--- src/rtl/wmodPkg.sv ---
package wmodPkg;
  localparam int PERIOD   = 600;
  localparam int CODE_W   = 8;
  localparam int PHASE_W  = 10;
  localparam int HARM_W   = 3;
  localparam int AMP_W    = 3;
  localparam int MAX_HARM = 5;

  // control-to-datapath strobes for one sample slot
  typedef struct packed {
    logic               hold;      // reset in force: park outputs
    logic               wrapMark;  // sample index 0 of the period
    logic               refLevel;  // reference level for this sample
    logic [PHASE_W-1:0] sineIdx;   // rotated table index, 0..PERIOD-1
    logic [AMP_W-1:0]   ampSel;    // captured depth code
  } ctlBus_t;
endpackage

--- src/rtl/wmodCtrl.sv ---
module wmodCtrl
  import wmodPkg::*;
#(
  parameter int Period  = PERIOD,
  parameter int PhaseW  = PHASE_W,
  parameter int HarmW   = HARM_W,
  parameter int AmpW    = AMP_W,
  parameter int MaxHarm = MAX_HARM
) (
  input  logic              clk,
  input  logic              rst,
  input  logic [PhaseW-1:0] phaseIn,
  input  logic [HarmW-1:0]  harmIn,
  input  logic [AmpW-1:0]   ampIn,
  output ctlBus_t           ctl
);
  localparam int CntW = $clog2(Period);

  logic [CntW-1:0]   sampleCnt;
  logic [CntW-1:0]   refAcc;
  logic [PhaseW-1:0] phaseAct;
  logic [HarmW-1:0]  harmAct;
  logic [AmpW-1:0]   ampAct;

  logic [PhaseW-1:0] phaseClean;
  logic [HarmW-1:0]  harmClean;
  logic [CntW:0]     accSum;
  logic [CntW-1:0]   accNext;
  logic [CntW:0]     idxSum;
  logic [CntW-1:0]   idxWrap;
  logic              lastSample;

  assign lastSample = (sampleCnt == CntW'(Period - 1));

  // out-of-range inputs folded into the legal set (one fold covers 10-bit phase)
  always_comb begin
    phaseClean = (phaseIn >= PhaseW'(Period)) ? phaseIn - PhaseW'(Period) : phaseIn;
    if (harmIn == '0)
      harmClean = HarmW'(1);
    else if (harmIn > HarmW'(MaxHarm))
      harmClean = HarmW'(MaxHarm);
    else
      harmClean = harmIn;
  end

  // reference phase accumulator, modulo Period
  always_comb begin
    accSum  = {1'b0, refAcc} + (CntW+1)'(4 * harmAct);
    accNext = (accSum >= (CntW+1)'(Period)) ? CntW'(accSum - (CntW+1)'(Period))
                                            : CntW'(accSum);
    idxSum  = {1'b0, sampleCnt} + (CntW+1)'(phaseAct);
    idxWrap = (idxSum >= (CntW+1)'(Period)) ? CntW'(idxSum - (CntW+1)'(Period))
                                            : CntW'(idxSum);
  end

  always_ff @(posedge clk) begin
    if (rst) begin
      sampleCnt <= '0;
      refAcc    <= '0;
      phaseAct  <= phaseClean;
      harmAct   <= harmClean;
      ampAct    <= ampIn;
    end else begin
      sampleCnt <= lastSample ? '0 : sampleCnt + 1'b1;
      refAcc    <= lastSample ? '0 : accNext;
      if (lastSample) begin
        phaseAct <= phaseClean;
        harmAct  <= harmClean;
        ampAct   <= ampIn;
      end
    end
  end

  always_comb begin
    ctl.hold     = rst;
    ctl.wrapMark = (sampleCnt == '0);
    ctl.refLevel = (refAcc >= CntW'(Period / 2));
    ctl.sineIdx  = PHASE_W'(idxWrap);
    ctl.ampSel   = ampAct;
  end
endmodule

--- src/rtl/wmodDatapath.sv ---
module wmodDatapath
  import wmodPkg::*;
#(
  parameter int Period = PERIOD,
  parameter int CodeW  = CODE_W,
  parameter int PhaseW = PHASE_W,
  parameter int AmpW   = AMP_W
) (
  input  logic             clk,
  input  ctlBus_t          ctl,
  output logic [CodeW-1:0] sineCode,
  output logic [CodeW-1:0] scaledCode,
  output logic             refClk,
  output logic             periodStart
);
  localparam int Quarter = Period / 4;          // Period must be a multiple of 4
  localparam int QW      = $clog2(Quarter + 1);
  localparam int Mid     = 2 ** (CodeW - 1);
  localparam int Peak    = Mid - 1;
  localparam int MagW    = CodeW - 1;
  localparam int ProdW   = MagW + 9;

  // peak * sin(q * pi / (2*Quarter)), fixed point Q28 Taylor series
  function automatic int quarterMag(input int q);
    longint piQ, x, x2, term, acc, res;
    piQ  = 64'sd843314857;
    x    = (longint'(q) * piQ) / longint'(2 * Quarter);
    x2   = (x * x) >>> 28;
    term = x;
    acc  = x;
    for (int n = 1; n <= 5; n++) begin
      term = -((term * x2) >>> 28) / longint'((2 * n) * (2 * n + 1));
      acc  = acc + term;
    end
    res = (longint'(Peak) * acc + (64'sd1 <<< 27)) >>> 28;
    if (res > longint'(Peak)) res = longint'(Peak);
    if (res < 0) res = 0;
    return int'(res);
  endfunction

  logic [MagW-1:0] qMag [0:Quarter];

  for (genvar g = 0; g <= Quarter; g++) begin : gQuarter
    localparam int MagVal = quarterMag(g);
    assign qMag[g] = MagW'(MagVal);
  end

  // depth scaling by round(256 * 2^(-D/2)) using shift-and-add constants
  function automatic logic [MagW-1:0] scaleMag(input logic [MagW-1:0] m,
                                                input logic [AmpW-1:0] d);
    logic [ProdW-1:0] w, p;
    w = ProdW'(m);
    case (int'(d))
      0:       p = w << 8;
      1:       p = (w << 7) + (w << 5) + (w << 4) + (w << 2) + w;   // 181
      2:       p = w << 7;
      3:       p = (w << 6) + (w << 4) + (w << 3) + (w << 1) + w;   // 91
      4:       p = w << 6;
      5:       p = (w << 5) + (w << 3) + (w << 2) + w;              // 45
      6:       p = w << 5;
      7:       p = (w << 4) + (w << 2) + (w << 1) + w;              // 23
      default: p = w << 8;
    endcase
    return MagW'(p >> 8);
  endfunction

  logic [PhaseW-1:0] idx, qFull;
  logic [QW-1:0]     qIdx;
  logic              negHalf;
  logic [MagW-1:0]   mag, magScaled;
  logic [CodeW-1:0]  sineNext, scaledNext;

  always_comb begin
    idx = ctl.sineIdx;
    if (idx < PhaseW'(Quarter)) begin
      qFull = idx;                               negHalf = 1'b0;
    end else if (idx < PhaseW'(2 * Quarter)) begin
      qFull = PhaseW'(2 * Quarter) - idx;        negHalf = 1'b0;
    end else if (idx < PhaseW'(3 * Quarter)) begin
      qFull = idx - PhaseW'(2 * Quarter);        negHalf = 1'b1;
    end else begin
      qFull = PhaseW'(4 * Quarter) - idx;        negHalf = 1'b1;
    end
    qIdx       = QW'(qFull);
    mag        = qMag[qIdx];
    magScaled  = scaleMag(mag, ctl.ampSel);
    sineNext   = negHalf ? CodeW'(Mid) - {1'b0, mag}       : CodeW'(Mid) + {1'b0, mag};
    scaledNext = negHalf ? CodeW'(Mid) - {1'b0, magScaled} : CodeW'(Mid) + {1'b0, magScaled};
  end

  always_ff @(posedge clk) begin
    if (ctl.hold) begin
      sineCode    <= CodeW'(Mid);
      scaledCode  <= CodeW'(Mid);
      refClk      <= 1'b0;
      periodStart <= 1'b0;
    end else begin
      sineCode    <= sineNext;
      scaledCode  <= scaledNext;
      refClk      <= ctl.refLevel;
      periodStart <= ctl.wrapMark;
    end
  end
endmodule

--- src/rtl/wmodSineRef.sv ---
module wmodSineRef
  import wmodPkg::*;
#(
  parameter int Period  = PERIOD,
  parameter int CodeW   = CODE_W,
  parameter int PhaseW  = PHASE_W,
  parameter int HarmW   = HARM_W,
  parameter int AmpW    = AMP_W,
  parameter int MaxHarm = MAX_HARM
) (
  input  logic              clk,
  input  logic              rst,
  input  logic [PhaseW-1:0] phaseOffset,
  input  logic [HarmW-1:0]  harmonic,
  input  logic [AmpW-1:0]   ampCode,
  output logic [CodeW-1:0]  sineCode,
  output logic [CodeW-1:0]  scaledCode,
  output logic              refClk,
  output logic              periodStart
);
  ctlBus_t       ctl;
  logic [AmpW-1:0] ampActive;

  assign ampActive = ctl.ampSel;

  wmodCtrl #(
    .Period(Period), .PhaseW(PhaseW), .HarmW(HarmW), .AmpW(AmpW), .MaxHarm(MaxHarm)
  ) uCtrl (
    .clk(clk), .rst(rst), .phaseIn(phaseOffset), .harmIn(harmonic),
    .ampIn(ampCode), .ctl(ctl)
  );

  wmodDatapath #(
    .Period(Period), .CodeW(CodeW), .PhaseW(PhaseW), .AmpW(AmpW)
  ) uData (
    .clk(clk), .ctl(ctl), .sineCode(sineCode), .scaledCode(scaledCode),
    .refClk(refClk), .periodStart(periodStart)
  );
endmodule

--- config.mk ---
export PLATFORM = sky130hd
export DESIGN_NAME = wmodSineRef
export DESIGN_NICKNAME = d
export VERILOG_FILES = /design/src/rtl/wmodPkg.sv /design/src/rtl/wmodCtrl.sv /design/src/rtl/wmodDatapath.sv /design/src/rtl/wmodSineRef.sv
export SDC_FILE = /design/constraint.sdc
export NUM_CORES = 1
export LEC_CHECK = 0
export BUFFER_PORTS_ARGS = -buffer_cell sky130_fd_sc_hd__buf_2
export CAP_MARGIN = 20
export CORE_MARGIN = 2
export CORE_UTILIZATION = 30
export DETAILED_ROUTE_END_ITERATION = 10
export GPL_TIMING_DRIVEN = 0
export PLACE_DENSITY_LB_ADDON = 0.15
export SLEW_MARGIN = 20
export SYNTH_ARGS = -nofsm -noshare
export SYNTH_HDL_FRONTEND = slang
export SYNTH_HIERARCHICAL = 1
export SYNTH_SLANG_ARGS = --single-unit
--- constraint.sdc ---
create_clock -name clk -period 13.9 [get_ports clk]
set_input_delay 1.39 -clock clk [delete_from_list [all_inputs] [get_ports clk]]
set_output_delay 1.39 -clock clk [all_outputs]
set_load 0.05 [all_outputs]
==> reports/qor.yml, run 1 <==
die-area_um2: 25600
htreeDepth: 2
ctsHoldBuffers: 0
cpMostUsedCell: "ha_1"
startpoint_type: "register"
cts_root_buf: "clkbuf_16"
min_path_type: "reg2reg"
setup_viol: 0
min_period_over_period_pct: 91.2
ys_warn_count: 6
hold_viol_final: 0
fin_crit_ns: 12.68
cts_buffers: 5
yosysTopAreaCell: "ha_1"
antenna_left: 0
rr_endpoint: "uData/scaledCode[5]$_SDFF_PP0_"
place_ws_ns: 1.29
drive_above_1_share_pct: 11.2
clkTransAtPathRegs_ns: 0.09
grt_pass1_wl_um: 35300
maxCapViolCount: 0
ios: 36
relSlewSlack_pct: 35.3
fin_skew_ns: 0.0170
synth.distinct_cells: 98
crit_path_max_incr_delay_ns: 0.76
ys_seq_area_share_pct: 16.4
dp_hpwl_um: 16700
ctsLongestPathBuffers: 2
synth_fp_nets: 1017
maxSlewViolCount: 0
synth_top_area_share_pct: 12.3
worstMarginPinSlew_ns: 0.970
cts_resized: 0
regToRegSetupSlack_ns: 1.22
synthTopCellsByArea: "ha_1 (12%), dfxtp_1 (9.9%), fa_1 (7.1%), edfxtp_1 (6.6%), xnor2_1 (4.4%)"
async_reset_ff_share_pct: 0
grt_start_max_net_pins: 26
synth_area_um2: 7300
cts_tree: "done"
tns_ns: 0
fp.dieW_um: 160
die-height_um: 160
path_max_fanout: 10
postCtsSetupBuffers: 0
r2r-start: "uCtrl/phaseAct[0]$_DFFE_PP_"
nFillCells: 2605
synth_edf_count: 16
arrival_ns: 12.85
routed_wl_um: 21700
endpoint_kind: "register"
num_rows: 57
clock-sinks: 52
startpoint: "uCtrl/phaseAct[0]$_DFFE_PP_"
first_iter_violations: 739
grt.overflow.total: 0
post-route-util_pct: 33.4
drt_first_pass_iters: 5
insertion_delay_ns: 0.32
cp.required_ns: 14.06
drc: 0
nets: 1059
gp_congestion: 0.868
synth_flop_cell: "dfxtp_1"
outcome: "finished clean"
grt.total_usage_pct: 16.8
portBuffers: 35
dr_total_vias: 6954
diodes: 0
area_delta_synth_final_pct: 10.1
grt_pass1_vias: 6521
rsz0062_at_grt: "no"
final.setup.worst_slack_ns: 1.22
endpoint: "uData/scaledCode[5]$_SDFF_PP0_"
path_depth: 40
fmax_ghz: 0.0788
cp_slowest_cell: "a2111oi_0"
antenna_found_initial: 0
wire_per_inst_um: 17.1
criticalPathCategory: "reg2reg"
core_region_area_um2: 24100
vias_per_cell: 5.48
netlist_instances: 901
reg2reg_depth: 40
whs_ns: 0.501
avgSynthCellArea_um2: 8.11
crit_buf_inv: 6
cp_top_family: "compound AO/OA/AOI/OAI gates"
ys_ff_latch: 52
start_util_pct: 30.3
[logic make-up after synthesis]
| kind of cell | synth area share [%] |
|---|---|
| buf+inv | 7.01 |
| xor+xnor | 7.85 |
| simple gates | 18.1 |
| compound gates | 28.4 |
| fa+ha+maj | 19.5 |
| mux | 2.81 |
| flops | 16.4 |
[synth_stat cells, types with 9 or more instances]
| cell | count |
|---|---|
| a21o_1 | 11 |
| or3_1 | 9 |
| o21ai_0 | 36 |
| o211ai_1 | 17 |
| nor3_1 | 23 |
| a221oi_1 | 9 |
| dfxtp_1 | 36 |
| nand2b_1 | 9 |
| inv_1 | 69 |
| mux2i_1 | 10 |
| nand3_1 | 35 |
| a21oi_1 | 45 |
| and3_1 | 12 |
| buf_2 | 19 |
| ha_1 | 72 |
| xnor2_1 | 37 |
| nor2_1 | 57 |
| nand2_1 | 64 |
| o21ai_1 | 12 |
| a31oi_1 | 20 |
| xor2_1 | 24 |
| clkbuf_1 | 28 |
| a211oi_1 | 16 |
| a211o_1 | 9 |
| fa_1 | 26 |
| nor4_1 | 10 |
| o22ai_1 | 9 |
| edfxtp_1 | 16 |
[cells in the final DEF (no fill, tap or decap), drive strengths merged, types with 9 or more instances in the layout]
cell	n
inv	74
ha	72
nand2	65
buf	61
nor2	59
o21ai	51
a21oi	47
xnor2	38
dfxtp	36
nand3	36
clkbuf	33
fa	26
xor2	24
nor3	24
a31oi	21
a211oi	18
o211ai	17
edfxtp	16
and3	12
a21o	11
mux2i	10
nor4	10
a221oi	9
or3	9
nand2b	9
o22ai	9
a211o	9
and2	9
[state kept, by name, summed over array words and instances, names as in the netlist]
| register | cells |
|---|---|
| uData/scaledCode | 8 |
| uData/periodStart | 1 |
| uCtrl/sampleCnt | 10 |
| uData/sineCode | 8 |
| uCtrl/ampAct | 3 |
| uCtrl/phaseAct | 10 |
| uCtrl/refAcc | 8 |
| uCtrl/harmAct | 3 |
| uData/refClk | 1 |
[worst min-delay path by stage]
stage,from,to,cells past startpoint
finish,uCtrl/sampleCnt[0]$_SDFF_PP0_,uCtrl/sampleCnt[0]$_SDFF_PP0_,1
detailed placement,uCtrl/sampleCnt[0]$_SDFF_PP0_,uCtrl/sampleCnt[0]$_SDFF_PP0_,1
CTS,uCtrl/sampleCnt[0]$_SDFF_PP0_,uCtrl/sampleCnt[0]$_SDFF_PP0_,1
floorplan,uCtrl/sampleCnt[0]$_SDFF_PP0_,uCtrl/sampleCnt[0]$_SDFF_PP0_,1
global route,uCtrl/sampleCnt[0]$_SDFF_PP0_,uCtrl/sampleCnt[0]$_SDFF_PP0_,1
global placement,uCtrl/sampleCnt[0]$_SDFF_PP0_,uCtrl/sampleCnt[0]$_SDFF_PP0_,1
[metrics by stage]
| step | area, um2 | cells |
|---|---|---|
| 6_report | 8040 | 1268 |
| 4_1_cts | 8040 | 1268 |
| 5_1_grt | 8040 | 1268 |
| 2_1_floorplan | 7300 | 901 |
| 3_3_place_gp | 7890 | 1260 |
| 3_5_place_dp | 7890 | 1260 |
[layout make-up]
type	count	area [um2]	share of cell area [%]
buffer	54	239	2.97
clock buffer	5	125	1.56
clock inverter	3	28.8	0.358
inverter	73	274	3.41
multi-input combinational	722	5590	69.5
sequential	52	1200	14.9
tap	324	405	5.04
timing repair buffer	35	175	2.18
[layer usage]
metal,up-vias,global-route usage [%],routed length (um)
li1,3439,-,-
met1,3292,24.8,10600
met2,196,26.5,9540
met3,27,2.05,1160
met4,0,3.03,323
met5,-,0,0
Power of run 1 is not shown: default switching activity piles up to over one toggle a cycle in this logic, so the estimate is an artifact.
==> inputs of run 2 (changes only) <==
CTS_BUF_LIST = sky130_fd_sc_hd__clkbuf_2 sky130_fd_sc_hd__clkbuf_4 sky130_fd_sc_hd__clkbuf_8   (was default)
==> run 2 against run 1 <==
Against the previous run: cell count is the same; sequential cell count did not move; worst setup slack lost 0.0044 ns; utilization decreased by 0.23 points; register-to-register slack about the same; critical path depth is the same; count of clock-buffer cells in the layout unchanged; die area stayed put; routed wire length is 0.23% higher; global-route usage barely moved; hold slack better by 0.0091 ns.
==> reports/qor.yml, run 2 (synthesis results as in run 1) <==
outcome: "finished clean"
ios: 36
startpoint_type: "register"
portBuffers: 35
cts_resized: 0
drive_above_1_share_pct: 11.2
min_period_over_period_pct: 91.3
multi_input_area_um2: 5590
relSlewSlack_pct: 36.7
dp_hpwl_um: 16700
rr_endpoint: "uData/scaledCode[5]$_SDFF_PP0_"
dr_total_vias: 6957
start_util_pct: 30.3
fp.dieW_um: 160
htreeDepth: 2
cts_root_buf: "clkbuf_8"
cp_slowest_cell: "a2111oi_0"
post-route-util_pct: 33.1
endpoint: "uData/scaledCode[5]$_SDFF_PP0_"
most-common-layout-cells: "ha_1 (72), inv_1 (69), nand2_1 (64)"
regToRegSetupSlack_ns: 1.21
vias_per_cell: 5.49
fmax_ghz: 0.0788
dp_cells: 1260
die-area_um2: 25600
nFillCells: 2610
area_delta_synth_final_pct: 9.30
min_path_type: "reg2reg"
num_rows: 57
fin_cells: 1268
crit_path_max_incr_delay_ns: 0.76
path_max_fanout: 10
drc: 0
gp_congestion: 0.868
cpMostUsedCell: "ha_1"
cts_buffers: 5
seqCellArea_um2: 1200
cp_top_family: "compound AO/OA/AOI/OAI gates"
final_common_cell: "ha_1"
postCtsSetupBuffers: 0
grt_pass1_wl_um: 35300
ctsLongestPathBuffers: 2
hold_viol_final: 0
grt_start_max_net_pins: 26
wire_per_inst_um: 17.1
drt_first_pass_iters: 5
startpoint: "uCtrl/phaseAct[0]$_DFFE_PP_"
fin_skew_ns: 0.0256
clock-sinks: 52
first_iter_violations: 702
nets: 1059
cts_tree: "done"
cp.required_ns: 14.10
endpoint_kind: "register"
ctsHoldBuffers: 0
grt.total_usage_pct: 16.8
rsz0062_at_grt: "no"
criticalPathCategory: "reg2reg"
insertion_delay_ns: 0.35
fin_crit_ns: 12.69
tns_ns: 0
reg2reg_depth: 40
path_depth: 40
antenna_found_initial: 0
core_region_area_um2: 24100
arrival_ns: 12.89
antenna_left: 0
crit_buf_inv: 6
grt.overflow.total: 0
place_ws_ns: 1.29
setup_viol: 0
maxCapViolCount: 0
worstMarginPinSlew_ns: 0.949
final.setup.worst_slack_ns: 1.21
clkTransAtPathRegs_ns: 0.14
grt_pass1_vias: 6519
maxSlewViolCount: 0
r2r-start: "uCtrl/phaseAct[0]$_DFFE_PP_"
routed_wl_um: 21700
largestRegisters: "uCtrl/phaseAct: 10 flops, uCtrl/sampleCnt: 10 flops"
die-height_um: 160
diodes: 0
-- run 2: worst min-delay path by stage --
stage,depth (start not counted),from,slack (ns),to
after global placement,1,uCtrl/sampleCnt[0]$_SDFF_PP0_,0.47,uCtrl/sampleCnt[0]$_SDFF_PP0_
after detailed placement,1,uCtrl/sampleCnt[0]$_SDFF_PP0_,0.48,uCtrl/sampleCnt[0]$_SDFF_PP0_
final,1,uCtrl/sampleCnt[0]$_SDFF_PP0_,0.51,uCtrl/sampleCnt[0]$_SDFF_PP0_
after CTS,1,uCtrl/sampleCnt[0]$_SDFF_PP0_,0.52,uCtrl/sampleCnt[0]$_SDFF_PP0_
after global routing,1,uCtrl/sampleCnt[0]$_SDFF_PP0_,0.56,uCtrl/sampleCnt[0]$_SDFF_PP0_
after floorplan,1,uCtrl/sampleCnt[0]$_SDFF_PP0_,0.44,uCtrl/sampleCnt[0]$_SDFF_PP0_
-- run 2: final cells by class --
type,count,area share (%)
clock buffers,5,0.862
plain buffers,54,2.99
multi-input cells,722,70.0
flip-flops and latches,52,15.0
clock inverters,3,0.360
inverters,73,3.43
repair buffers,35,2.19
well taps,324,5.08
-- run 2: through the flow --
stage          hold WS, ns  area (um2)
6_report             0.510        7980
5_1_grt              0.557        7980
4_1_cts              0.517        7980
3_5_place_dp         0.484        7890
3_3_place_gp         0.472        7890
2_1_floorplan        0.445        7300
-- run 2: metal layers --
metal,GRT usage (%),up-vias,routed length [um]
li1,-,3432,-
met3,2.05,18,1150
met4,2.91,0,259
met5,0,-,0
met2,26.4,210,9610
met1,24.8,3297,10700
Power of run 2 is left out for the same reason.
